$ cat src/rtl/sfl_pkg.sv
package sfl_pkg;
  localparam int CMD_BYTES = 5;
  localparam int CMD_LEN_W = 7;
  localparam int TX_LEN_W  = 20;
  localparam int RX_LEN_W  = 16;
  localparam int ADDR_W    = 32;
  localparam int REG_AW    = 6;
  localparam int IDX_W     = $clog2(CMD_BYTES + 1);

  localparam logic [REG_AW-1:0] OFS_MODE  = 6'h00;
  localparam logic [REG_AW-1:0] OFS_CTRL  = 6'h04;
  localparam logic [REG_AW-1:0] OFS_RXCNT = 6'h08;
  localparam logic [REG_AW-1:0] OFS_BLO   = 6'h0C;
  localparam logic [REG_AW-1:0] OFS_BHI   = 6'h10;
  localparam logic [REG_AW-1:0] OFS_MASK  = 6'h14;
  localparam logic [REG_AW-1:0] OFS_DONE  = 6'h18;
  localparam logic [REG_AW-1:0] OFS_ADDR  = 6'h1C;
  localparam logic [REG_AW-1:0] OFS_AUX0  = 6'h20;
  localparam logic [REG_AW-1:0] OFS_AUX1  = 6'h24;

  localparam int GO_BIT = 7;

  typedef enum logic [2:0] {
    ST_IDLE, ST_CMD, ST_TX, ST_TXW, ST_RX, ST_FIN
  } seq_st_e;

  typedef struct packed {
    logic [8*CMD_BYTES-1:0] cmd;
    logic [CMD_BYTES-1:0]   mask;
    logic [CMD_LEN_W-1:0]   cmd_len;
    logic [TX_LEN_W-1:0]    tx_len;
    logic [RX_LEN_W-1:0]    rx_len;
    logic [ADDR_W-1:0]      addr;
  } xfer_cfg_t;
endpackage

$ cat src/rtl/sfl_regs.sv
module sfl_regs
  import sfl_pkg::*;
(
  input  logic              clk_i,
  input  logic              rst_ni,
  input  logic              wr_i,
  input  logic [REG_AW-1:0] addr_i,
  input  logic [31:0]       wdata_i,
  output logic [31:0]       rdata_o,
  input  logic              busy_i,
  input  logic              fin_i,
  output logic              go_o,
  output logic              done_o,
  output xfer_cfg_t         cfg_o
);
  logic [31:0] mode_q, ctrl_q, rxcnt_q, blo_q, bhi_q, addr_q, aux0_q, aux1_q;
  logic [CMD_BYTES-1:0] mask_q;
  logic done_q;
  logic [63:0] both;

  assign go_o = wr_i && (addr_i == OFS_CTRL) && wdata_i[GO_BIT] && !busy_i;

  always_ff @(posedge clk_i or negedge rst_ni) begin
    if (!rst_ni) begin
      mode_q <= '0; ctrl_q <= '0; rxcnt_q <= '0; blo_q <= '0; bhi_q <= '0;
      addr_q <= '0; aux0_q <= '0; aux1_q <= '0; mask_q <= '0; done_q <= 1'b0;
    end else begin
      if (go_o) done_q <= 1'b0;
      else if (fin_i) done_q <= 1'b1;
      if (wr_i) begin
        unique case (addr_i)
          OFS_MODE:  mode_q  <= wdata_i;
          OFS_CTRL:  if (!busy_i)
                       ctrl_q <= {4'b0, wdata_i[TX_LEN_W+7:8], 1'b0, wdata_i[CMD_LEN_W-1:0]};
          OFS_RXCNT: rxcnt_q <= wdata_i;
          OFS_BLO:   blo_q   <= wdata_i;
          OFS_BHI:   bhi_q   <= wdata_i;
          OFS_MASK:  mask_q  <= wdata_i[CMD_BYTES-1:0];
          OFS_ADDR:  addr_q  <= wdata_i;
          OFS_AUX0:  aux0_q  <= wdata_i;
          OFS_AUX1:  aux1_q  <= wdata_i;
          default: ;
        endcase
      end
    end
  end

  always_comb begin
    unique case (addr_i)
      OFS_MODE:  rdata_o = mode_q;
      OFS_CTRL:  rdata_o = ctrl_q;
      OFS_RXCNT: rdata_o = rxcnt_q;
      OFS_BLO:   rdata_o = blo_q;
      OFS_BHI:   rdata_o = bhi_q;
      OFS_MASK:  rdata_o = {{(32-CMD_BYTES){1'b0}}, mask_q};
      OFS_DONE:  rdata_o = {31'b0, done_q};
      OFS_ADDR:  rdata_o = addr_q;
      OFS_AUX0:  rdata_o = aux0_q;
      OFS_AUX1:  rdata_o = aux1_q;
      default:   rdata_o = '0;
    endcase
  end

  // length fields come straight from the start write; the rest from storage
  assign both           = {bhi_q, blo_q};
  assign cfg_o.cmd      = both[8*CMD_BYTES-1:0];
  assign cfg_o.mask     = mask_q;
  assign cfg_o.cmd_len  = wdata_i[CMD_LEN_W-1:0];
  assign cfg_o.tx_len   = wdata_i[TX_LEN_W+7:8];
  assign cfg_o.rx_len   = rxcnt_q[RX_LEN_W-1:0];
  assign cfg_o.addr     = addr_q[ADDR_W-1:0];
  assign done_o         = done_q;

  logic unused_ok;
  assign unused_ok = ^{wdata_i[31:TX_LEN_W+8], rxcnt_q[31:RX_LEN_W]};
endmodule

$ cat src/rtl/sfl_shift.sv
module sfl_shift (
  input  logic       clk_i,
  input  logic       rst_ni,
  input  logic       start_i,
  input  logic [7:0] tx_i,
  output logic       busy_o,
  output logic       done_o,
  output logic [7:0] rx_o,
  output logic       sck_o,
  output logic       mosi_o,
  input  logic       miso_i
);
  logic [7:0] sh_q;
  logic [2:0] cnt_q;
  logic       ph_q, busy_q, done_q;

  always_ff @(posedge clk_i or negedge rst_ni) begin
    if (!rst_ni) begin
      sh_q <= '0; cnt_q <= '0; ph_q <= 1'b0; busy_q <= 1'b0; done_q <= 1'b0;
    end else begin
      done_q <= 1'b0;
      if (start_i && !busy_q) begin
        sh_q   <= tx_i;
        cnt_q  <= '0;
        ph_q   <= 1'b0;
        busy_q <= 1'b1;
      end else if (busy_q) begin
        if (!ph_q) begin
          ph_q <= 1'b1;
        end else begin
          // sample at the end of the high phase, shift the next bit out
          ph_q  <= 1'b0;
          sh_q  <= {sh_q[6:0], miso_i};
          cnt_q <= cnt_q + 3'd1;
          if (cnt_q == 3'd7) begin
            busy_q <= 1'b0;
            done_q <= 1'b1;
          end
        end
      end
    end
  end

  assign busy_o = busy_q;
  assign done_o = done_q;
  assign rx_o   = sh_q;
  assign sck_o  = busy_q & ph_q;
  assign mosi_o = sh_q[7];
endmodule

$ cat src/rtl/sfl_seq.sv
module sfl_seq
  import sfl_pkg::*;
(
  input  logic              clk_i,
  input  logic              rst_ni,
  input  logic              go_i,
  input  xfer_cfg_t         cfg_i,
  output logic              busy_o,
  output logic              fin_o,
  output logic              csn_o,
  output logic              sh_start_o,
  output logic [7:0]        sh_tx_o,
  input  logic              sh_done_i,
  input  logic [7:0]        sh_rx_i,
  output logic              mem_req_o,
  output logic              mem_we_o,
  output logic [ADDR_W-1:0] mem_addr_o,
  output logic [3:0]        mem_be_o,
  output logic [31:0]       mem_wdata_o,
  input  logic [31:0]       mem_rdata_i
);
  seq_st_e              st_q;
  xfer_cfg_t            cfg_q;
  logic [IDX_W-1:0]     idx_q;
  logic                 inflight_q, have_q;
  logic [ADDR_W-1:0]    baddr_q;
  logic [TX_LEN_W-1:0]  tx_rem_q;
  logic [RX_LEN_W-1:0]  rx_rem_q;
  logic [31:0]          word_q, acc_q, rx_word;
  logic [3:0]           be_q, rx_be;
  logic [1:0]           lane;
  logic                 cur_en, rx_flush, idx_end;
  logic [7:0]           cur_byte;

  assign lane    = baddr_q[1:0];
  assign idx_end = (idx_q >= IDX_W'(CMD_BYTES));

  always_comb begin
    cur_en   = 1'b0;
    cur_byte = '0;
    for (int i = 0; i < CMD_BYTES; i++) begin
      if (idx_q == IDX_W'(i)) begin
        cur_en   = cfg_q.mask[i] && (i < int'(cfg_q.cmd_len));
        cur_byte = cfg_q.cmd[i*8 +: 8];
      end
    end
  end

  always_comb begin
    rx_word = acc_q;
    rx_word[{lane, 3'b000} +: 8] = sh_rx_i;
    rx_be   = be_q | (4'b0001 << lane);
  end

  assign rx_flush = (lane == 2'd3) || (rx_rem_q == RX_LEN_W'(1));

  always_comb begin
    sh_start_o  = 1'b0;
    sh_tx_o     = '0;
    mem_req_o   = 1'b0;
    mem_we_o    = 1'b0;
    mem_addr_o  = {baddr_q[ADDR_W-1:2], 2'b00};
    mem_be_o    = '0;
    mem_wdata_o = rx_word;
    unique case (st_q)
      ST_CMD: if (!inflight_q && !idx_end && cur_en) begin
        sh_start_o = 1'b1;
        sh_tx_o    = cur_byte;
      end
      ST_TX: if (!inflight_q && tx_rem_q != '0) begin
        if (have_q) begin
          sh_start_o = 1'b1;
          sh_tx_o    = word_q[{lane, 3'b000} +: 8];
        end else begin
          mem_req_o = 1'b1;
        end
      end
      ST_RX: begin
        if (inflight_q && sh_done_i && rx_flush) begin
          mem_req_o = 1'b1;
          mem_we_o  = 1'b1;
          mem_be_o  = rx_be;
        end
        if (!inflight_q && rx_rem_q != '0) sh_start_o = 1'b1;
      end
      default: ;
    endcase
  end

  always_ff @(posedge clk_i or negedge rst_ni) begin
    if (!rst_ni) begin
      st_q <= ST_IDLE; cfg_q <= '0; idx_q <= '0; inflight_q <= 1'b0;
      have_q <= 1'b0; baddr_q <= '0; tx_rem_q <= '0; rx_rem_q <= '0;
      word_q <= '0; acc_q <= '0; be_q <= '0;
    end else begin
      unique case (st_q)
        ST_IDLE: if (go_i) begin
          cfg_q      <= cfg_i;
          idx_q      <= '0;
          inflight_q <= 1'b0;
          have_q     <= 1'b0;
          baddr_q    <= cfg_i.addr;
          tx_rem_q   <= cfg_i.tx_len;
          rx_rem_q   <= cfg_i.rx_len;
          acc_q      <= '0;
          be_q       <= '0;
          st_q       <= ST_CMD;
        end
        ST_CMD: begin
          if (inflight_q) begin
            if (sh_done_i) begin
              inflight_q <= 1'b0;
              idx_q      <= idx_q + 1'b1;
            end
          end else if (idx_end) st_q <= ST_TX;
          else if (cur_en)      inflight_q <= 1'b1;
          else                  idx_q <= idx_q + 1'b1;
        end
        ST_TX: begin
          if (inflight_q) begin
            if (sh_done_i) begin
              inflight_q <= 1'b0;
              tx_rem_q   <= tx_rem_q - 1'b1;
              baddr_q    <= baddr_q + 1'b1;
              if (lane == 2'd3) have_q <= 1'b0;
            end
          end else if (tx_rem_q == '0) begin
            baddr_q <= cfg_q.addr;
            st_q    <= ST_RX;
          end else if (have_q) inflight_q <= 1'b1;
          else                 st_q <= ST_TXW;
        end
        ST_TXW: begin
          word_q <= mem_rdata_i;
          have_q <= 1'b1;
          st_q   <= ST_TX;
        end
        ST_RX: begin
          if (inflight_q) begin
            if (sh_done_i) begin
              inflight_q <= 1'b0;
              rx_rem_q   <= rx_rem_q - 1'b1;
              baddr_q    <= baddr_q + 1'b1;
              if (rx_flush) begin
                acc_q <= '0;
                be_q  <= '0;
              end else begin
                acc_q <= rx_word;
                be_q  <= rx_be;
              end
            end
          end else if (rx_rem_q == '0) st_q <= ST_FIN;
          else inflight_q <= 1'b1;
        end
        ST_FIN:  st_q <= ST_IDLE;
        default: st_q <= ST_IDLE;
      endcase
    end
  end

  assign busy_o = (st_q != ST_IDLE);
  assign fin_o  = (st_q == ST_FIN);
  assign csn_o  = (st_q == ST_IDLE) || (st_q == ST_FIN);
endmodule

$ cat src/rtl/sfl_cmd_dma.sv
module sfl_cmd_dma
  import sfl_pkg::*;
(
  input  logic              clk_i,
  input  logic              rst_ni,
  input  logic              reg_wr_i,
  input  logic [REG_AW-1:0] reg_addr_i,
  input  logic [31:0]       reg_wdata_i,
  output logic [31:0]       reg_rdata_o,
  output logic              sck_o,
  output logic              csn_o,
  output logic              mosi_o,
  input  logic              miso_i,
  output logic              mem_req_o,
  output logic              mem_we_o,
  output logic [ADDR_W-1:0] mem_addr_o,
  output logic [3:0]        mem_be_o,
  output logic [31:0]       mem_wdata_o,
  input  logic [31:0]       mem_rdata_i
);
  xfer_cfg_t  cfg;
  logic       go, busy, fin, done_flag;
  logic       sh_start, sh_busy, sh_done;
  logic [7:0] sh_tx, sh_rx;

  sfl_regs u_regs (
    .clk_i, .rst_ni,
    .wr_i(reg_wr_i), .addr_i(reg_addr_i), .wdata_i(reg_wdata_i), .rdata_o(reg_rdata_o),
    .busy_i(busy), .fin_i(fin), .go_o(go), .done_o(done_flag), .cfg_o(cfg)
  );

  sfl_seq u_seq (
    .clk_i, .rst_ni,
    .go_i(go), .cfg_i(cfg), .busy_o(busy), .fin_o(fin), .csn_o(csn_o),
    .sh_start_o(sh_start), .sh_tx_o(sh_tx), .sh_done_i(sh_done), .sh_rx_i(sh_rx),
    .mem_req_o, .mem_we_o, .mem_addr_o, .mem_be_o, .mem_wdata_o, .mem_rdata_i
  );

  sfl_shift u_shift (
    .clk_i, .rst_ni,
    .start_i(sh_start), .tx_i(sh_tx), .busy_o(sh_busy), .done_o(sh_done), .rx_o(sh_rx),
    .sck_o(sck_o), .mosi_o(mosi_o), .miso_i(miso_i)
  );

  logic unused_ok;
  assign unused_ok = sh_busy;
endmodule

$ cat config.mk
export PLATFORM = sky130hd
export DESIGN_NAME = sfl_cmd_dma
export DESIGN_NICKNAME = d
export VERILOG_FILES = /design/src/rtl/sfl_pkg.sv /design/src/rtl/sfl_regs.sv /design/src/rtl/sfl_shift.sv /design/src/rtl/sfl_seq.sv /design/src/rtl/sfl_cmd_dma.sv
export SDC_FILE = /design/constraint.sdc
export NUM_CORES = 1
export LEC_CHECK = 0
export CAP_MARGIN = 10
export CORE_MARGIN = 8
export CORE_UTILIZATION = 40
export CTS_CLUSTER_DIAMETER = 200
export CTS_CLUSTER_SIZE = 20
export DETAILED_ROUTE_END_ITERATION = 6
export PLACE_DENSITY = 0.62
export SLEW_MARGIN = 5
export SYNTH_ARGS = -nofsm -noshare
export SYNTH_HDL_FRONTEND = slang
export SYNTH_SLANG_ARGS = --single-unit
$ cat constraint.sdc
create_clock -name clk_i -period 2.6 [get_ports clk_i]
set_input_delay 0.26 -clock clk_i [delete_from_list [all_inputs] [get_ports clk_i]]
set_output_delay 0.26 -clock clk_i [all_outputs]
set_load 0.03 [all_outputs]
==> impl_metrics.toml, run 1 <==
[status]
outcome = "finished, violations left"
failed_checks = "negative setup slack"

[placed_design]
gp_routability_congestion = 0.8536
place.port_buffers = 176
place_hpwl_mm = 51.35
dp.cells = 3233

[yosys]
ys_async_sr_fraction = 1.000
synth-edff-count = 0
synth.cell_area_sq_um = 24030
postSynthRegisterBits = 499
syn_avg_cell_area_sq_um = 10.36
synthDominantCellAreaShare = 0.5195
synth_cells = 2321
netlist-cell-type-count = 74
most_area_hungry_cell_type_in_the_yosys_netlist = "dfrtp_1"
synth_warnings = 0
biggest_area_contributors_in_the_synthesized_netlist = "dfrtp_1 52%, mux2_2 14%, nand2_1 7.4%"
synth_ff_type = "dfrtp_1"
ys_seq_area_frac = 0.5195

[timing]
final.setup_skew_ns = 0.02052
final.hold.worst_slack_ns = 0.2625
max-slew-margin-rel = 0.5096
total_count_of_max_transition_violations_in_the_final_report = 0
unrepaired_setup_endpoints_after_global_routing = "true"
layout_min_cycle_time_ns = 2.730
final_critical_path_setup_slack_ns = -0.1296
worst_pin_slew_ns = 0.7348
setup_viol = 36
timing.final.hold_violations = 0
finalSetupTns_ns = -1.755
min_period_over_period = 1.050
clock.fmax_mhz = 366.4

[global_routing]
grt_antenna_before_repair = 0
grt_start_max_net_pins = 86
grt_use_total = 0.2133
global_route.overflow_total = 0
grt_pass1_vias = 18947
first_pass_grt_wire_length_mm = 114.7

[final_layout]
final-seq-area_sq_um = 12490
multi_input_gate_area_in_the_final_layout_sq_um = 11220
final_core_utilization = 0.4997
finalNonFillerCells = 3311
final_nets = 2621
area.growth.synth_to_final_pct = 24.55
antennaDiodeCount = 0
post_route_cells_drive_above_1_share = 0.2914
fillerInstances = 5377

[critical_path]
critical_path_required_ns = 3.09
timing.rr.end = "u_seq.baddr_q[25]"
crit_path_start_kind = "register"
rr_worst_depth = 11
worstReg2RegStart = "u_seq.tx_rem_q[1]"
regToRegSetupSlack_ns = -0.13
critical_setup_path_class = "register to register"
setup.worst_path.end = "u_seq.baddr_q[25]"
setup.worst_path.start = "u_seq.tx_rem_q[1]"
setup.worst_path.end_class = "register"
worst_ep_arrival_time_ns = 3.22
worst-path-max-fanout = 7

[clock_tree]
cts_max_path_buffers = 3
clockRootBuffer = "clkbuf_16"
clock_tree_from_tritoncts = "yes"
htreeDepth = 1
cts.sink_count = 499
cts_bufs_inserted = 28
worst_skew_pair.late_latency_ns = 0.60
cts.reportedPaths.clkPinSlew_ns = 0.09

[floorplanning]
dieWidth_um = 261.1
die_h_um = 261.1
die_area_sq_um = 68190
io_pins = 179
core_sq_um = 59910
start_util = 0.4012
row_count = 90

[routing]
route.detailed.wl_per_inst_um = 22.63
finalWirelength_mm = 74.92
routed-via-count = 19271
detail_route.first_pass.iterations = 6
drt_drc_violations_left = 0
final_antenna_net_count = 0
detail_route.iter0.violations = 1985
avgViaCountPerCell = 5.820

[job]
maxCapViolations = 0

[power_and_ir_drop]
power_per_cell_area_nw_per_um2 = 684.4
worst_ir_drop_vdd_v = 0.0004817
power.total_uw = 20490
leakage_uw = 0.01357

[worst_hold_path]
timing.hold.worst.class = "primary input to asynchronous set/reset pin"
routing by layer:
metal / global-route usage / vias up / wire [um]
li1: - / 8681 / -
met1: 0.2991 / 9875 / 33510
met2: 0.3469 / 605 / 35490
met3: 0.02794 / 110 / 3930
met4: 0.05638 / 0 / 1991
met5: 0 / - / 0
registers in the layout, summed over array words and instances (netlist names), 4 cells and up:
signal and cells:
u_seq.cfg_q 84, u_regs.addr_q 32, u_regs.aux0_q 32, u_regs.aux1_q 32, u_regs.bhi_q 32, u_regs.blo_q 32
u_regs.mode_q 32, u_regs.rxcnt_q 32, u_seq.acc_q 32, u_seq.baddr_q 32, u_seq.word_q 32, u_regs.ctrl_q 27
u_seq.tx_rem_q 20, u_seq.rx_rem_q 16, u_shift.rx_o 8, u_regs.mask_q 5, u_seq.be_q 4
Yosys cell counts, types with 6 or more instances:
cell / instances
mux4_2: 8
nor3_1: 38
o221ai_1: 9
o21ai_1: 25
o31a_1: 11
nand4_1: 34
nand3b_1: 11
nor4_1: 8
nand2b_1: 6
and2_1: 7
o2bb2ai_1: 6
mux2_2: 291
a21oi_1: 97
a222oi_1: 39
inv_1: 57
buf_1: 35
buf_2: 6
clkbuf_1: 105
nor2_1: 101
nand2_1: 477
a31oi_1: 22
buf_4: 32
o22ai_1: 11
a221oi_1: 11
nand3_1: 33
o21a_1: 9
ha_1: 18
and3_1: 13
o22a_1: 7
a22o_1: 45
o21ai_0: 96
o211ai_1: 8
a22oi_1: 48
a211oi_1: 8
a221o_1: 9
dfrtp_1: 499
timing repair:
item                                    4_1_cts  5_1_grt
gates cloned                                 11        0
hold buffers                                  1        0
resized for setup                           158       98
pin swaps                                    55       32
buffers inserted                             26       14
endpoints found under the setup margin       80       99
endpoints found under the hold margin        58        0
critical path, stage by stage, from the launching register on:
cell and delay [ns]:
dfrtp_1 0.40, inv_2 0.08, ha_4 0.13, or3b_4 0.37
nand4b_4 0.21, buf_6 0.15, o31a_1 0.25, a2111o_2 0.50
buf_8 0.21, buf_16 0.15, a21oi_2 0.10, o22ai_1 0.07
power breakdown:
part	total (uW)	switching [uW]	internal (uW)
Sequential	10000	1170	8840
Clock	4480	2550	1930
Combinational	5990	3180	2800
Total	20500	6910	13600
how the worst min path moves through the flow:
stage | from | endpoint | slack, ns | depth (start not counted)
after global placement | rst_ni | u_regs.bhi_q[1] | 0.31 | 1
after detailed placement | rst_ni | u_seq.cfg_q[73] | 0.31 | 1
after floorplan | rst_ni | u_regs.addr_q[0] | -0.04 | 0
after CTS | mem_rdata_i[16] | u_seq.word_q[16] | 0.26 | 2
after global routing | mem_rdata_i[16] | u_seq.word_q[16] | 0.26 | 2
final | rst_ni | u_seq.cfg_q[77] | 0.26 | 2
stage by stage:
step | area [sq um] | worst slack (ns)
2_1_floorplan | 24050 | -0.02095
6_report | 29930 | -0.1296
3_5_place_dp | 27770 | -0.1169
4_1_cts | 29510 | -0.1834
3_3_place_gp | 27770 | -0.1113
5_1_grt | 29930 | -0.1998
cell families (layout without fill, tap and decap cells):
logic type      Yosys count  after routing  synth area share
mux                     300            300            0.1443
simple gates            765            765            0.1389
flops                   499            499            0.5195
xor+xnor                  3              3          0.001093
fa+ha+maj                18             18          0.009371
other cells               1              2         0.0001560
compound gates          491            491            0.1418
buf+inv                 244            451           0.04493
final cells by class:
| cell class | count | area share |
|---|---|---|
| inverter | 57 | 0.007566 |
| clock buffer | 29 | 0.02353 |
| tap | 782 | 0.03269 |
| clock inverter | 1 | 0.0005434 |
| timing repair buffer | 364 | 0.1434 |
| sequential | 499 | 0.4173 |
| multi-input combinational | 1579 | 0.3749 |
layout by cell type (no fill, tap or decap), types with 7 or more instances in the layout:
| cell type | instances |
|---|---|
| a31oi_1 | 20 |
| a221o_1 | 9 |
| a22oi_1 | 47 |
| nor2_1 | 92 |
| mux2_2 | 291 |
| a221oi_1 | 11 |
| nand4_1 | 34 |
| o22ai_1 | 9 |
| o21a_1 | 9 |
| buf_12 | 79 |
| o22a_1 | 7 |
| clkdlybuf4s50_1 | 97 |
| o221ai_1 | 8 |
| a22o_1 | 45 |
| dfrtp_1 | 495 |
| nor3_1 | 32 |
| clkbuf_16 | 29 |
| o31a_1 | 11 |
| nand3_1 | 32 |
| o21ai_2 | 55 |
| ha_1 | 12 |
| mux4_2 | 8 |
| o21ai_4 | 9 |
| buf_6 | 19 |
| and3_1 | 12 |
| inv_1 | 52 |
| o211ai_1 | 8 |
| nand2_1 | 471 |
| buf_4 | 145 |
| o21ai_1 | 10 |
| a21oi_1 | 94 |
| a222oi_1 | 39 |
| nand3b_1 | 11 |
| a211oi_1 | 8 |
| o21ai_0 | 47 |
Note: power is estimated with default switching activity, not from simulation.
==> run 2: changes to the inputs <==
Settings changed: SKIP_LAST_GASP set to 1.
==> run 2 against run 1 <==
Largest power group unchanged. Sequential cell count did not move. Utilization fell by 0.059 points. Critical endpoint is now u_seq.baddr_q[17]. Combinational power fell by 0.7%. The flow still finishes with violations (negative setup slack). Sequential share of layout area barely moved.
==> impl_metrics.toml, run 2 (synthesis gave the netlist of run 1 again) <==
[status]
outcome = "finished, violations left"
failed_checks = "negative setup slack"

[power_and_ir_drop]
netSwitchingPower_uw = 6890
worst_ir_drop_vdd_v = 0.0004888
seq_power_share = 0.490
power_per_cell_area_nw_per_um2 = 684.0
pwr-share-clk = 0.220
leakage_uw = 0.01358
internal_power_uw = 13560
p_comb_frac = 0.291
sw_frac_of_total = 0.3369

[global_routing]
grt_antenna_before_repair = 0
grt_start_max_net_pins = 86
first_pass_grt_wire_length_mm = 114.5
grt_use_total = 0.2131
grt_pass1_vias = 18933
global_route.overflow_total = 0

[final_layout]
finalNonFillerCells = 3312
layout.cells.most_common = "dfrtp_1"
largest_register_ffs = 84
area.growth.synth_to_final_pct = 24.40
largest-register = "u_seq.cfg_q"
most-common-layout-cells = "495 x dfrtp_1, 472 x nand2_1, 291 x mux2_2"
stdcell_area_sq_um = 29900
final_nets = 2622
antennaDiodeCount = 0
post_route_cells_drive_above_1_share = 0.2909

[routing]
routed-via-count = 19265
detail_route.iter0.violations = 1958
final_antenna_net_count = 0
drt_drc_violations_left = 0
finalWirelength_mm = 74.85
detail_route.first_pass.iterations = 7
avgViaCountPerCell = 5.817
route.detailed.wl_per_inst_um = 22.60

[timing]
min_period_over_period = 1.052
total_count_of_max_transition_violations_in_the_final_report = 0
layout_min_cycle_time_ns = 2.735
setup_viol = 33
final.setup_skew_ns = 0.01818
max-slew-margin-rel = 0.5066
finalSetupTns_ns = -2.075
timing.final.hold_violations = 0
clock.fmax_mhz = 365.6
unrepaired_setup_endpoints_after_global_routing = "true"
final_critical_path_setup_slack_ns = -0.1351
final.hold.worst_slack_ns = 0.2551
worst_pin_slew_ns = 0.7393

[clock_tree]
clockRootBuffer = "clkbuf_16"
cts_max_path_buffers = 3
cts_bufs_inserted = 28
cts.reportedPaths.clkPinSlew_ns = 0.09
clock_tree_from_tritoncts = "yes"
cts.sink_count = 499
htreeDepth = 1
worst_skew_pair.late_latency_ns = 0.60

[worst_hold_path]
timing.hold.worst.class = "primary input to asynchronous set/reset pin"

[floorplanning]
die_h_um = 261.1
io_pins = 179
die_area_sq_um = 68190
start_util = 0.4012
dieWidth_um = 261.1
row_count = 90
core_sq_um = 59910

[critical_path]
critical_setup_path_class = "register to register"
critical_path_required_ns = 3.10
worst_ep_arrival_time_ns = 3.23
setup.worst_path.end_class = "register"
worst-path-max-fanout = 7
crit_path_start_kind = "register"
regToRegSetupSlack_ns = -0.14

[placed_design]
place.port_buffers = 176
gp_routability_congestion = 0.8536
dp.cells = 3233
post_dp_cell_area_sq_um = 27770
place_hpwl_mm = 51.35

[job]
maxCapViolations = 0
-- run 2: cell types whose count changed in the layout (fill, tap and decap cells not counted), sizes merged --
cell / change
buf: +1
-- run 2: power by group through the flow --
stage	clock network, uW	logic (uW)	registers (uW)
6_report	4490	5950	10000
5_1_grt	4880	6390	10100
4_1_cts	4620	5650	9930
3_5_place_dp	0	5130	10100
3_3_place_gp	0	5030	10000
2_1_floorplan	0	3440	9640
-- run 2: worst paths after layout --
path,endpoint,cells after the start,startpoint
max,u_seq.baddr_q[17],11,u_seq.tx_rem_q[1]
min reg2reg,u_seq.cfg_q[16],2,u_seq.cfg_q[16]
min,u_seq.cfg_q[77],2,rst_ni
max reg2reg,u_seq.baddr_q[17],11,u_seq.tx_rem_q[1]
min in group clk_i,u_seq.word_q[25],2,mem_rdata_i[25]
max in group asynchronous,u_regs.ctrl_q[26],3,rst_ni
-- run 2: cell type report --
class                   instances  area (sq um)
clock buffers                  29         704.4
flip-flops and latches        499         12490
well taps                     782         978.4
inverters                      57         226.5
multi-input cells            1579         11180
repair buffers                365          4297
fillers                      5385         30010
clock inverters                 1         16.27
-- run 2: through the flow --
stage,total power [uW],utilization,setup WS [ns]
2_1_floorplan,13080,-,-0.02095
3_3_place_gp,15030,0.4636,-0.1113
3_5_place_dp,15200,0.4636,-0.1169
4_1_cts,20210,0.4921,-0.1834
5_1_grt,21420,0.4991,-0.1985
6_report,20450,0.4991,-0.1351
-- run 2: critical path, stage by stage, from the launching register on --
cell      delay [ns]
dfrtp_1         0.40
inv_2           0.08
ha_4            0.13
or3b_4          0.37
nand4b_4        0.21
buf_6           0.15
o31a_1          0.25
a2111o_2        0.49
buf_8           0.21
buf_16          0.15
o21ai_1         0.12
o21ai_1         0.07
-- run 2: per-layer routing --
layer	track usage	vias up	routed length [um]
met5	0	-	0
met4	0.05715	0	1896
met3	0.02784	107	4448
met2	0.3465	650	35330
met1	0.2986	9818	33170
li1	-	8690	-
-- run 2: repair_timing --
item | 4_1_cts | 5_1_grt
cloned | 11 | 0
hold endpoints to repair | 58 | 0
pin swaps | 44 | 38
hold buffers | 1 | 0
resized for setup | 147 | 103
endpoints found under the setup margin | 80 | 103
buffers inserted | 26 | 16
